## src/rtl/hilo_pkg.sv

```systemverilog
package hilo_pkg;

  localparam logic [2:0] HOP_SMUL  = 3'd0;
  localparam logic [2:0] HOP_UMUL  = 3'd1;
  localparam logic [2:0] HOP_SDIV  = 3'd2;
  localparam logic [2:0] HOP_UDIV  = 3'd3;
  localparam logic [2:0] HOP_SETHI = 3'd4;
  localparam logic [2:0] HOP_SETLO = 3'd5;

  typedef enum logic {
    KIND_MUL = 1'b0,
    KIND_DIV = 1'b1
  } hilo_kind_e;

  function automatic logic op_is_arith(input logic [2:0] op);
    return (op == HOP_SMUL) || (op == HOP_UMUL) ||
           (op == HOP_SDIV) || (op == HOP_UDIV);
  endfunction

endpackage

```

## src/rtl/hilo_reset_sync.sv

```systemverilog
module hilo_reset_sync (
  input  logic clk,
  input  logic rst_n,
  output logic rst_sync_n
);

  logic [1:0] sync_q;

  always_ff @(posedge clk or negedge rst_n) begin
    if (!rst_n) begin
      sync_q <= 2'b00;
    end else begin
      sync_q <= {sync_q[0], 1'b1};
    end
  end

  assign rst_sync_n = sync_q[1];

endmodule

```

## src/rtl/hilo_operand_prep.sv

```systemverilog
module hilo_operand_prep
  import hilo_pkg::*;
#(
  parameter int WIDTH = 32
) (
  input  logic [2:0]       op,
  input  logic [WIDTH-1:0] opa,
  input  logic [WIDTH-1:0] opb,
  output logic [WIDTH-1:0] mag_a,
  output logic [WIDTH-1:0] mag_b,
  output hilo_kind_e       kind,
  output logic             neg_main,
  output logic             neg_rem
);

  logic is_signed;
  logic a_neg;
  logic b_neg;

  always_comb begin
    is_signed = (op == HOP_SMUL) || (op == HOP_SDIV);
    a_neg     = is_signed & opa[WIDTH-1];
    b_neg     = is_signed & opb[WIDTH-1];
    mag_a     = a_neg ? (~opa + 1'b1) : opa;
    mag_b     = b_neg ? (~opb + 1'b1) : opb;
    kind      = ((op == HOP_SDIV) || (op == HOP_UDIV)) ? KIND_DIV : KIND_MUL;
    // product and quotient follow both signs; remainder follows the dividend
    neg_main  = a_neg ^ b_neg;
    neg_rem   = a_neg;
  end

endmodule

```

## src/rtl/hilo_iter_step.sv

```systemverilog
module hilo_iter_step
  import hilo_pkg::*;
#(
  parameter int WIDTH = 32
) (
  input  hilo_kind_e       kind,
  input  logic [WIDTH-1:0] acc,
  input  logic [WIDTH-1:0] sh,
  input  logic [WIDTH-1:0] mcand,
  output logic [WIDTH-1:0] acc_nx,
  output logic [WIDTH-1:0] sh_nx
);

  logic [WIDTH:0]   add_sum;
  logic [WIDTH+1:0] trial;
  logic             borrow;

  always_comb begin
    // shift-add: add multiplicand when the current multiplier bit is set,
    // then shift the double-width {acc, sh} right by one
    add_sum = {1'b0, acc} + (sh[0] ? {1'b0, mcand} : '0);
    // restoring shift-subtract: bring in next dividend bit, try subtract
    trial   = {1'b0, acc, sh[WIDTH-1]} - {2'b00, mcand};
    borrow  = trial[WIDTH+1];
    if (kind == KIND_MUL) begin
      acc_nx = add_sum[WIDTH:1];
      sh_nx  = {add_sum[0], sh[WIDTH-1:1]};
    end else begin
      acc_nx = borrow ? {acc[WIDTH-2:0], sh[WIDTH-1]} : trial[WIDTH-1:0];
      sh_nx  = {sh[WIDTH-2:0], ~borrow};
    end
  end

endmodule

```

## src/rtl/hilo_result_fix.sv

```systemverilog
module hilo_result_fix
  import hilo_pkg::*;
#(
  parameter int WIDTH = 32
) (
  input  hilo_kind_e       kind,
  input  logic             neg_main,
  input  logic             neg_rem,
  input  logic [WIDTH-1:0] acc,
  input  logic [WIDTH-1:0] sh,
  output logic [WIDTH-1:0] hi_res,
  output logic [WIDTH-1:0] lo_res
);

  localparam int PW = 2 * WIDTH;

  logic [PW-1:0]    prod;
  logic [PW-1:0]    prod_f;
  logic [WIDTH-1:0] quot_f;
  logic [WIDTH-1:0] rem_f;

  always_comb begin
    prod   = {acc, sh};
    prod_f = neg_main ? (~prod + 1'b1) : prod;
    quot_f = neg_main ? (~sh + 1'b1) : sh;
    rem_f  = neg_rem ? (~acc + 1'b1) : acc;
    if (kind == KIND_DIV) begin
      hi_res = rem_f;
      lo_res = quot_f;
    end else begin
      hi_res = prod_f[PW-1:WIDTH];
      lo_res = prod_f[WIDTH-1:0];
    end
  end

endmodule

```

## src/rtl/hilo_arith_unit.sv

```systemverilog
module hilo_arith_unit
  import hilo_pkg::*;
#(
  parameter int WIDTH = 32
) (
  input  logic             clk,
  input  logic             rst_n,
  input  logic             start_i,
  input  logic [2:0]       op_i,
  input  logic [WIDTH-1:0] opa_i,
  input  logic [WIDTH-1:0] opb_i,
  output logic             busy_o,
  output logic [WIDTH-1:0] hi_o,
  output logic [WIDTH-1:0] lo_o
);

  localparam int CW = (WIDTH > 2) ? $clog2(WIDTH) : 1;
  localparam logic [CW-1:0] LAST_CNT = CW'(WIDTH - 1);

  logic rst_int_n;

  // state registers
  logic             busy_q,   busy_n;
  logic [CW-1:0]    cnt_q,    cnt_n;
  logic [WIDTH-1:0] acc_q,    acc_n;
  logic [WIDTH-1:0] sh_q,     sh_n;
  logic [WIDTH-1:0] mcand_q,  mcand_n;
  hilo_kind_e       kind_q,   kind_n;
  logic             negm_q,   negm_n;
  logic             negr_q,   negr_n;
  logic [WIDTH-1:0] hi_q,     hi_n;
  logic [WIDTH-1:0] lo_q,     lo_n;
  logic             phv_q,    phv_n;
  logic [WIDTH-1:0] phd_q,    phd_n;
  logic             plv_q,    plv_n;
  logic [WIDTH-1:0] pld_q,    pld_n;

  // datapath wires
  logic [WIDTH-1:0] mag_a, mag_b;
  hilo_kind_e       prep_kind;
  logic             prep_negm, prep_negr;
  logic [WIDTH-1:0] step_acc, step_sh;
  logic [WIDTH-1:0] res_hi, res_lo;

  // request decode
  logic accept_arith;
  logic move_hi, move_lo;
  logic finishing;
  logic en_state;

  hilo_reset_sync u_rsync (
    .clk        (clk),
    .rst_n      (rst_n),
    .rst_sync_n (rst_int_n)
  );

  hilo_operand_prep #(.WIDTH(WIDTH)) u_prep (
    .op       (op_i),
    .opa      (opa_i),
    .opb      (opb_i),
    .mag_a    (mag_a),
    .mag_b    (mag_b),
    .kind     (prep_kind),
    .neg_main (prep_negm),
    .neg_rem  (prep_negr)
  );

  hilo_iter_step #(.WIDTH(WIDTH)) u_step (
    .kind   (kind_q),
    .acc    (acc_q),
    .sh     (sh_q),
    .mcand  (mcand_q),
    .acc_nx (step_acc),
    .sh_nx  (step_sh)
  );

  hilo_result_fix #(.WIDTH(WIDTH)) u_fix (
    .kind     (kind_q),
    .neg_main (negm_q),
    .neg_rem  (negr_q),
    .acc      (step_acc),
    .sh       (step_sh),
    .hi_res   (res_hi),
    .lo_res   (res_lo)
  );

  always_comb begin
    accept_arith = start_i && !busy_q && op_is_arith(op_i);
    move_hi      = start_i && (op_i == HOP_SETHI);
    move_lo      = start_i && (op_i == HOP_SETLO);
    finishing    = busy_q && (cnt_q == LAST_CNT);
    en_state     = accept_arith || busy_q || move_hi || move_lo;

    busy_n  = busy_q;
    cnt_n   = cnt_q;
    acc_n   = acc_q;
    sh_n    = sh_q;
    mcand_n = mcand_q;
    kind_n  = kind_q;
    negm_n  = negm_q;
    negr_n  = negr_q;
    hi_n    = hi_q;
    lo_n    = lo_q;
    phv_n   = phv_q;
    phd_n   = phd_q;
    plv_n   = plv_q;
    pld_n   = pld_q;

    if (accept_arith) begin
      busy_n  = 1'b1;
      cnt_n   = '0;
      acc_n   = '0;
      sh_n    = mag_a;
      mcand_n = mag_b;
      kind_n  = prep_kind;
      negm_n  = prep_negm;
      negr_n  = prep_negr;
    end else if (busy_q) begin
      acc_n = step_acc;
      sh_n  = step_sh;
      cnt_n = cnt_q + 1'b1;
      if (move_hi) begin
        phv_n = 1'b1;
        phd_n = opa_i;
      end
      if (move_lo) begin
        plv_n = 1'b1;
        pld_n = opa_i;
      end
      if (finishing) begin
        busy_n = 1'b0;
        // newest move wins, then a held move, then the arithmetic result
        hi_n   = move_hi ? opa_i : (phv_q ? phd_q : res_hi);
        lo_n   = move_lo ? opa_i : (plv_q ? pld_q : res_lo);
        phv_n  = 1'b0;
        plv_n  = 1'b0;
      end
    end else begin
      if (move_hi) hi_n = opa_i;
      if (move_lo) lo_n = opa_i;
    end
  end

  always_ff @(posedge clk or negedge rst_int_n) begin
    if (!rst_int_n) begin
      busy_q  <= 1'b0;
      cnt_q   <= '0;
      acc_q   <= '0;
      sh_q    <= '0;
      mcand_q <= '0;
      kind_q  <= KIND_MUL;
      negm_q  <= 1'b0;
      negr_q  <= 1'b0;
      hi_q    <= '0;
      lo_q    <= '0;
      phv_q   <= 1'b0;
      phd_q   <= '0;
      plv_q   <= 1'b0;
      pld_q   <= '0;
    end else if (en_state) begin
      busy_q  <= busy_n;
      cnt_q   <= cnt_n;
      acc_q   <= acc_n;
      sh_q    <= sh_n;
      mcand_q <= mcand_n;
      kind_q  <= kind_n;
      negm_q  <= negm_n;
      negr_q  <= negr_n;
      hi_q    <= hi_n;
      lo_q    <= lo_n;
      phv_q   <= phv_n;
      phd_q   <= phd_n;
      plv_q   <= plv_n;
      pld_q   <= pld_n;
    end
  end

  assign busy_o = busy_q;
  assign hi_o   = hi_q;
  assign lo_o   = lo_q;

endmodule

```

## config.mk

```make
export PLATFORM = sky130hd
export DESIGN_NAME = hilo_arith_unit
export DESIGN_NICKNAME = d
export VERILOG_FILES = /design/src/rtl/hilo_pkg.sv /design/src/rtl/hilo_reset_sync.sv /design/src/rtl/hilo_operand_prep.sv /design/src/rtl/hilo_iter_step.sv /design/src/rtl/hilo_result_fix.sv /design/src/rtl/hilo_arith_unit.sv
export SDC_FILE = /design/constraint.sdc
export NUM_CORES = 1
export LEC_CHECK = 0
export ABC_AREA = 1
export BUFFER_PORTS_ARGS = -buffer_cell sky130_fd_sc_hd__buf_2
export CAP_MARGIN = 30
export CORE_AREA = 10 10 201 203
export DETAILED_ROUTE_END_ITERATION = 16
export DIE_AREA = 0 0 211 213
export GPL_TIMING_DRIVEN = 0
export HOLD_SLACK_MARGIN = 0.1
export PLACE_DENSITY = 0.86
export SLEW_MARGIN = 25
export SYNTH_ARGS = -nofsm -noshare
export SYNTH_HDL_FRONTEND = slang
export SYNTH_HIERARCHICAL = 1
export SYNTH_SLANG_ARGS = --single-unit
```

## constraint.sdc

```tcl
create_clock -name clk -period 13.2 [get_ports clk]
set_clock_uncertainty 0.1 [all_clocks]
set_input_delay 1.32 -clock clk [delete_from_list [all_inputs] [get_ports clk]]
set_output_delay 1.32 -clock clk [all_outputs]
set_load 0.02 [all_outputs]
```

## Word level (Yosys, flattened, before mapping)

Cells that the tools add are included.

| storage, ports and cells | value |
|---|---|
| register bits | 237 |
| output and inout port bits | 65 |
| word-level logic and storage cells | 103 |

| cells by class | value |
|---|---|
| mux-type cells | 35 |
| reductions and logical operators | 28 |
| equality and inequality tests | 7 |
| bitwise logic cells | 10 |
| $add $sub $neg | 8 |

Operators by type and width:

| operator | count |
|---|---|
| 32-bit 2-to-1 mux | 24 |
| 32-bit by 1-bit adder with 32-bit output, second input constant | 4 |
| 32-bit NOT | 4 |
| 64-bit by 1-bit adder with 64-bit output, second input constant | 1 |
| 64-bit 2-to-1 mux | 1 |
| 64-bit NOT | 1 |
| 33-bit by 32-bit subtractor with 34-bit output | 1 |
| 32-bit by 33-bit adder with 33-bit output | 1 |
| 4-bit AND reduction | 6 |
| 5-bit 2-to-1 mux | 2 |
| 2-bit nonzero test | 5 |
| 1-bit logical OR | 8 |
| 1-bit 2-to-1 mux | 8 |
| 3-bit by 2-bit equality test with 1-bit output, second input constant | 2 |
| 3-bit equality test, second input constant | 2 |
| 5-bit by 1-bit adder with 5-bit output, second input constant | 1 |
| 5-bit equality test, second input constant | 1 |
| 1-bit logical AND | 5 |
| 2-bit AND reduction | 2 |
| 3-bit by 1-bit equality test with 1-bit output, second input constant | 1 |
| 3-bit logical NOT | 1 |
| 1-bit bitwise AND | 2 |
| 2-bit by 1-bit inequality test with 1-bit output, second input constant | 1 |
| 1-bit NOT | 2 |
| other kinds (2) | 2 |

## Depth between registers and ports, before layout

| depth | value |
|---|---|
| word-level depth | 11 |
| depth in mapped cells | 31 |
| mapped depth without buffers | 30 |

## Hierarchy

Netlist, hierarchy kept.

By module, submodules not included:

| module | cells an instance | area each (µm²) | times used | sequential area each (µm²) |
|---|---|---|---|---|
| hilo_arith_unit | 1343 | 10570.1 | 1 | 5880.6 |
| hilo_iter_step | 1340 | 6274.8 | 1 | 0.0 |
| hilo_result_fix | 530 | 2506.2 | 1 | 0.0 |
| hilo_operand_prep | 452 | 2088.3 | 1 | 0.0 |
| hilo_reset_sync | 3 | 53.8 | 1 | 50.0 |

## Worst setup path after synthesis

Ideal clock, no wire load.

| timing path | value |
|---|---|
| kind | register -> register |
| start | register sh_q[0] |
| end | register hi_q[23], in the netlist hi_o[23] |
| buffers on the path | 2 |
| data arrival time | 3.548 ns |
| slack | 9.435 ns |
| setup time | 0.118 ns |
| data required time | 12.982 ns |
| stages on the path, launching flop included | 30 |
| cells stage by stage | dfrtp_1 > clkbuf_1 > clkbuf_1 > nand2_1 > inv_1 > ha_1 > fa_1 > nand3_1 > nand2_1 > nand3_1 > nand2_1 > nand2_1 > nand2_1 > or2_2 > nand3_1 > nand2_1 > nor2_1 > nand2_1 > nor2_1 > nor2_1 > nor2_2 > o21ai_0 > nand2_1 > nand2_1 > nand2_1 > inv_1 > o21ai_0 > nand3_1 > nand3_1 > nand2_1 |

| between the ends | value |
|---|---|
| word-level cells in the longest chain between the ends | 11 |

RTL lines:

| element | RTL line | source |
|---|---|---|
| from (decl) | hilo_arith_unit.sv:26 | `logic [WIDTH-1:0] sh_q, sh_n;` |
| from (signal assigned) | hilo_arith_unit.sv:164 | `sh_q <= sh_n;` |
| 32-bit 2-to-1 mux * | hilo_iter_step.sv:21 | `add_sum = {1'b0, acc} + (sh[0] ? {1'b0, mcand} : '0);` |
| 32-bit by 33-bit adder with 33-bit output * | hilo_iter_step.sv:21 |  |
| 32-bit 2-to-1 mux * | hilo_iter_step.sv:25 | `if (kind == KIND_MUL) begin` |
| named net step_acc[13] | hilo_arith_unit.sv:42 | `logic [WIDTH-1:0] step_acc, step_sh;` |
| 64-bit NOT or 32-bit NOT (tied branches) | hilo_result_fix.sv:24, hilo_result_fix.sv:26 |  |
| 64-bit by 1-bit adder with 64-bit output or 32-bit by 1-bit adder with 32-bit output (tied branches) | hilo_result_fix.sv:24, hilo_result_fix.sv:26 |  |
| 64-bit 2-to-1 mux or 32-bit 2-to-1 mux (tied branches) | hilo_result_fix.sv:24, hilo_result_fix.sv:26 |  |
| 32-bit 2-to-1 mux * | hilo_result_fix.sv:27 | `if (kind == KIND_DIV) begin` |
| named net res_hi[23] | hilo_arith_unit.sv:43 | `logic [WIDTH-1:0] res_hi, res_lo;` |
| 32-bit 2-to-1 mux * (2 in a row) | hilo_arith_unit.sv:133 | `hi_n = move_hi ? opa_i : (phv_q ? phd_q : res_hi);` |
| 32-bit 2-to-1 mux * | hilo_arith_unit.sv:130 | `if (finishing) begin` |
| 32-bit 2-to-1 mux * | hilo_arith_unit.sv:118 | `end else if (busy_q) begin` |
| to (signal assigned) | hilo_arith_unit.sv:169 | `hi_q <= hi_n;` |
| to (decl) | hilo_arith_unit.sv:31 | `logic [WIDTH-1:0] hi_q, hi_n;` |

The timed path passes the listed nets; every way through them passes the cells marked *. The select of a mux whose other input is x is not followed.
A chain may end at the register's enable or synchronous reset.

## Worst setup path in the final report

| timing path | value |
|---|---|
| start | register sh_q[0] |
| end | register hi_q[27], in the netlist hi_o[27] |

The elaborated chain is that of the path after synthesis.

==> metrics.cfg <==
[drt]
drc = 0
vias_per_cell = 5.67
dr.pass1.iters = 7
wirelength_mm = 80.8
first_iter_violations = 3232
ant_nets = 0
wl_per_cell_um = 18.7
dr_total_vias = 24500

[synthesis]
ys.flop_type = dfrtp_1
postSynthCellCount = 3668
synthTopCellsByArea = dfrtp_1 28%, nand2_1 27%, inv_1 7.7%, nand3_1 7.6%, nor2_1 5.4%
yosysTopAreaCell = dfrtp_1
synth_edf_count = 0
yosys_warnings = 6
synth_top_area_share_pct = 27.6
syn_nets = 3810
async_reset_ff_share_pct = 100
syn_area_per_cell_um2 = 5.86
seq_area_frac_synth_pct = 27.6
synth_top_cells_by_count = 1573 x nand2_1, 439 x inv_1, 326 x nand3_1, 311 x nor2_1, 237 x dfrtp_1
synth_area_um2 = 21500
ys_types = 41
ys_seq_elements = 237
yosysMostFrequentCell = nand2_1

[sta]
fin_hold_ws_ps = 105
finalMaxSlewViolations = 0
tns_ps = 0
relSlewSlack_pct = 36.5
fin_crit_ps = 5220
max_freq_ghz = 0.192
period_share_pct = 39.5
finalSetupViolCount = 0
worst_pin_slew_ps = 942
rsz0062_at_grt = no
hold_viol_final = 0

[cts]
cts-root-buf = clkbuf_16
cts_buffers = 27
cts_max_level = 1
cts_tree = yes
clk-insertion-delay-late_ps = 570
cts_hold_buffers = 0
clock_sinks = 237
post_cts_buffers = 0
cts_buffer_depth = 3
post_cts_resized = 0
clk_pin_slew_ps = 60

[die]
start_util_pct = 59.3
die_x_um = 211
die_height_um = 213
rows = 70
die-area_um2 = 44900
coreArea_um2 = 36300
pin_count = 135

[status]
status = finished clean

[power]
cellLeakagePower_nw = 13.4
vdd_drop_max_v = 0.000161
p_per_area_nw_per_um2 = 293

[cells_and_area]
areaGrowthSynthToFinish_pct = 10.8
nFillCells = 3560
drive_gt1_share_pct = 8.61
insertedDiodeCount = 0
nNetsFinal = 3978

[setup_path]
cp_data_required_time_ps = 13550
crit_type = reg2reg
r2r-end = hi_o[27]$_DFFE_PN0P_
reg2regPathDepth = 27
reg2reg_slack_ps = 7980
worstSetupStartpointType = flop
crit_fanout = 10
crit_path_end_kind = flop
slowest_delay_ps = 520
crit_top_cell = nand2_1
slowest_stage = clkbuf_1
critical-path-top-delay-family = simple AND/OR/NAND/NOR gates
path_buf_inv = 3
timing.rr.start = sh_q[0]$_DFFE_PN0P_
cp.arrival_ps = 5570

[grt]
grt_pass1_vias = 22300
grt_usage_pct = 35.2
antenna_found_initial = 6
grt_pass1_wl_mm = 123
grt.overflow.total = 0
grt_max_degree = 56

[job]
max_cap_viol_count = 0

[min_path]
hold_path_class = reg2async

[placement]
io_buffers = 134
routabilityCongestion = 1.05
hpwl_mm = 65.5

logic make-up (layout without fill, tap and decap cells):
family / count (synthesis) / after routing / share of synthesized area (%)
flops: 237 / 237 / 27.6
fa+ha+maj: 72 / 72 / 4.26
other cells: 1 / 1 / 0.0174
simple gates: 2385 / 2385 / 46.1
compound gates: 299 / 299 / 7.33
buf+inv: 581 / 770 / 10.9
xor+xnor: 93 / 93 / 3.79
placed cells by master, fill, tap and decap left out, drive strengths merged, types with 38 or more instances in the layout:
cell    Yosys  layout
xnor2      56      56
nand2    1592    1592
clkbuf     54      92
nand3b     38      38
o21ai     211     211
nor2      334     334
ha         70      70
a21oi      81      81
buf        78     217
nand3     330     330
dfrtp     237     237
nand4      60      60
inv       447     452
routing by layer:
metal | GRT usage, % | up-vias | routed length, um
met3 | 10.0 | 222 | 10200
li1 | - | 11800 | -
met4 | 12.4 | 8 | 3250
met1 | 47.1 | 11100 | 33200
met5 | 0 | - | 66
met2 | 53.4 | 1406 | 34000
worst max path at each step:
stage | to | slack (ps) | cells after the start | start
3_5_place_dp | hi_o[23]$_DFFE_PN0P_ | 8280 | 28 | sh_q[0]$_DFFE_PN0P_
2_1_floorplan | acc_q[0]$_DFFE_PN0P_ | 6010 | 0 | u_rsync/sync_q[1]$_DFF_PN0_
4_1_cts | hi_o[23]$_DFFE_PN0P_ | 8220 | 28 | sh_q[0]$_DFFE_PN0P_
6_report | hi_o[27]$_DFFE_PN0P_ | 7980 | 27 | sh_q[0]$_DFFE_PN0P_
3_3_place_gp | acc_q[16]$_DFFE_PN0P_ | 3320 | 0 | u_rsync/sync_q[1]$_DFF_PN0_
5_1_grt | hi_o[21]$_DFFE_PN0P_ | 7540 | 26 | sh_q[0]$_DFFE_PN0P_
sequential cells by signal, summed over array words and instances (netlist names):
| signal | flops |
|---|---|
| negr_q | 1 |
| plv_q | 1 |
| negm_q | 1 |
| pld_q | 32 |
| acc_q | 32 |
| cnt_q | 5 |
| phv_q | 1 |
| kind_q | 1 |
| sh_q | 32 |
| busy_o | 1 |
| mcand_q | 32 |
| hi_o | 32 |
| u_rsync/sync_q | 2 |
| phd_q | 32 |
| lo_o | 32 |
stage by stage:
stage	utilization (%)	cell area, um2	setup WS, ps	power (mW)	std cells
finish	65.7	23800	7980	6.98	4325
global route	65.7	23800	7540	7.52	4325
CTS	65.7	23800	8220	6.82	4325
detailed placement	63.1	22900	8280	6.00	4275
global placement	62.7	22700	3320	5.95	4270
floorplan	-	21500	6010	4.58	3668
power breakdown:
part / total [mW] / switching, mW / leakage, nW / internal [mW]
logic: 4.85 / 3.34 / 9.96 / 1.51
clock network: 0.796 / 0.331 / 0.462 / 0.465
registers: 1.33 / 0.295 / 2.97 / 1.04
layout make-up:
type                            instances  area, um2  area share, %
Multi-Input combinational cell       2850      13200           55.5
Sequential cell                       237       5930           24.9
Inverter                              449       1690           7.11
Clock buffer                           38        797           3.35
Timing Repair Buffer                  139        793           3.33
Buffer                                132        651           2.73
Tap cell                              468        586           2.46
Clock inverter                         12        145          0.609
No activity file was read; power rests on OpenSTA's default activity.
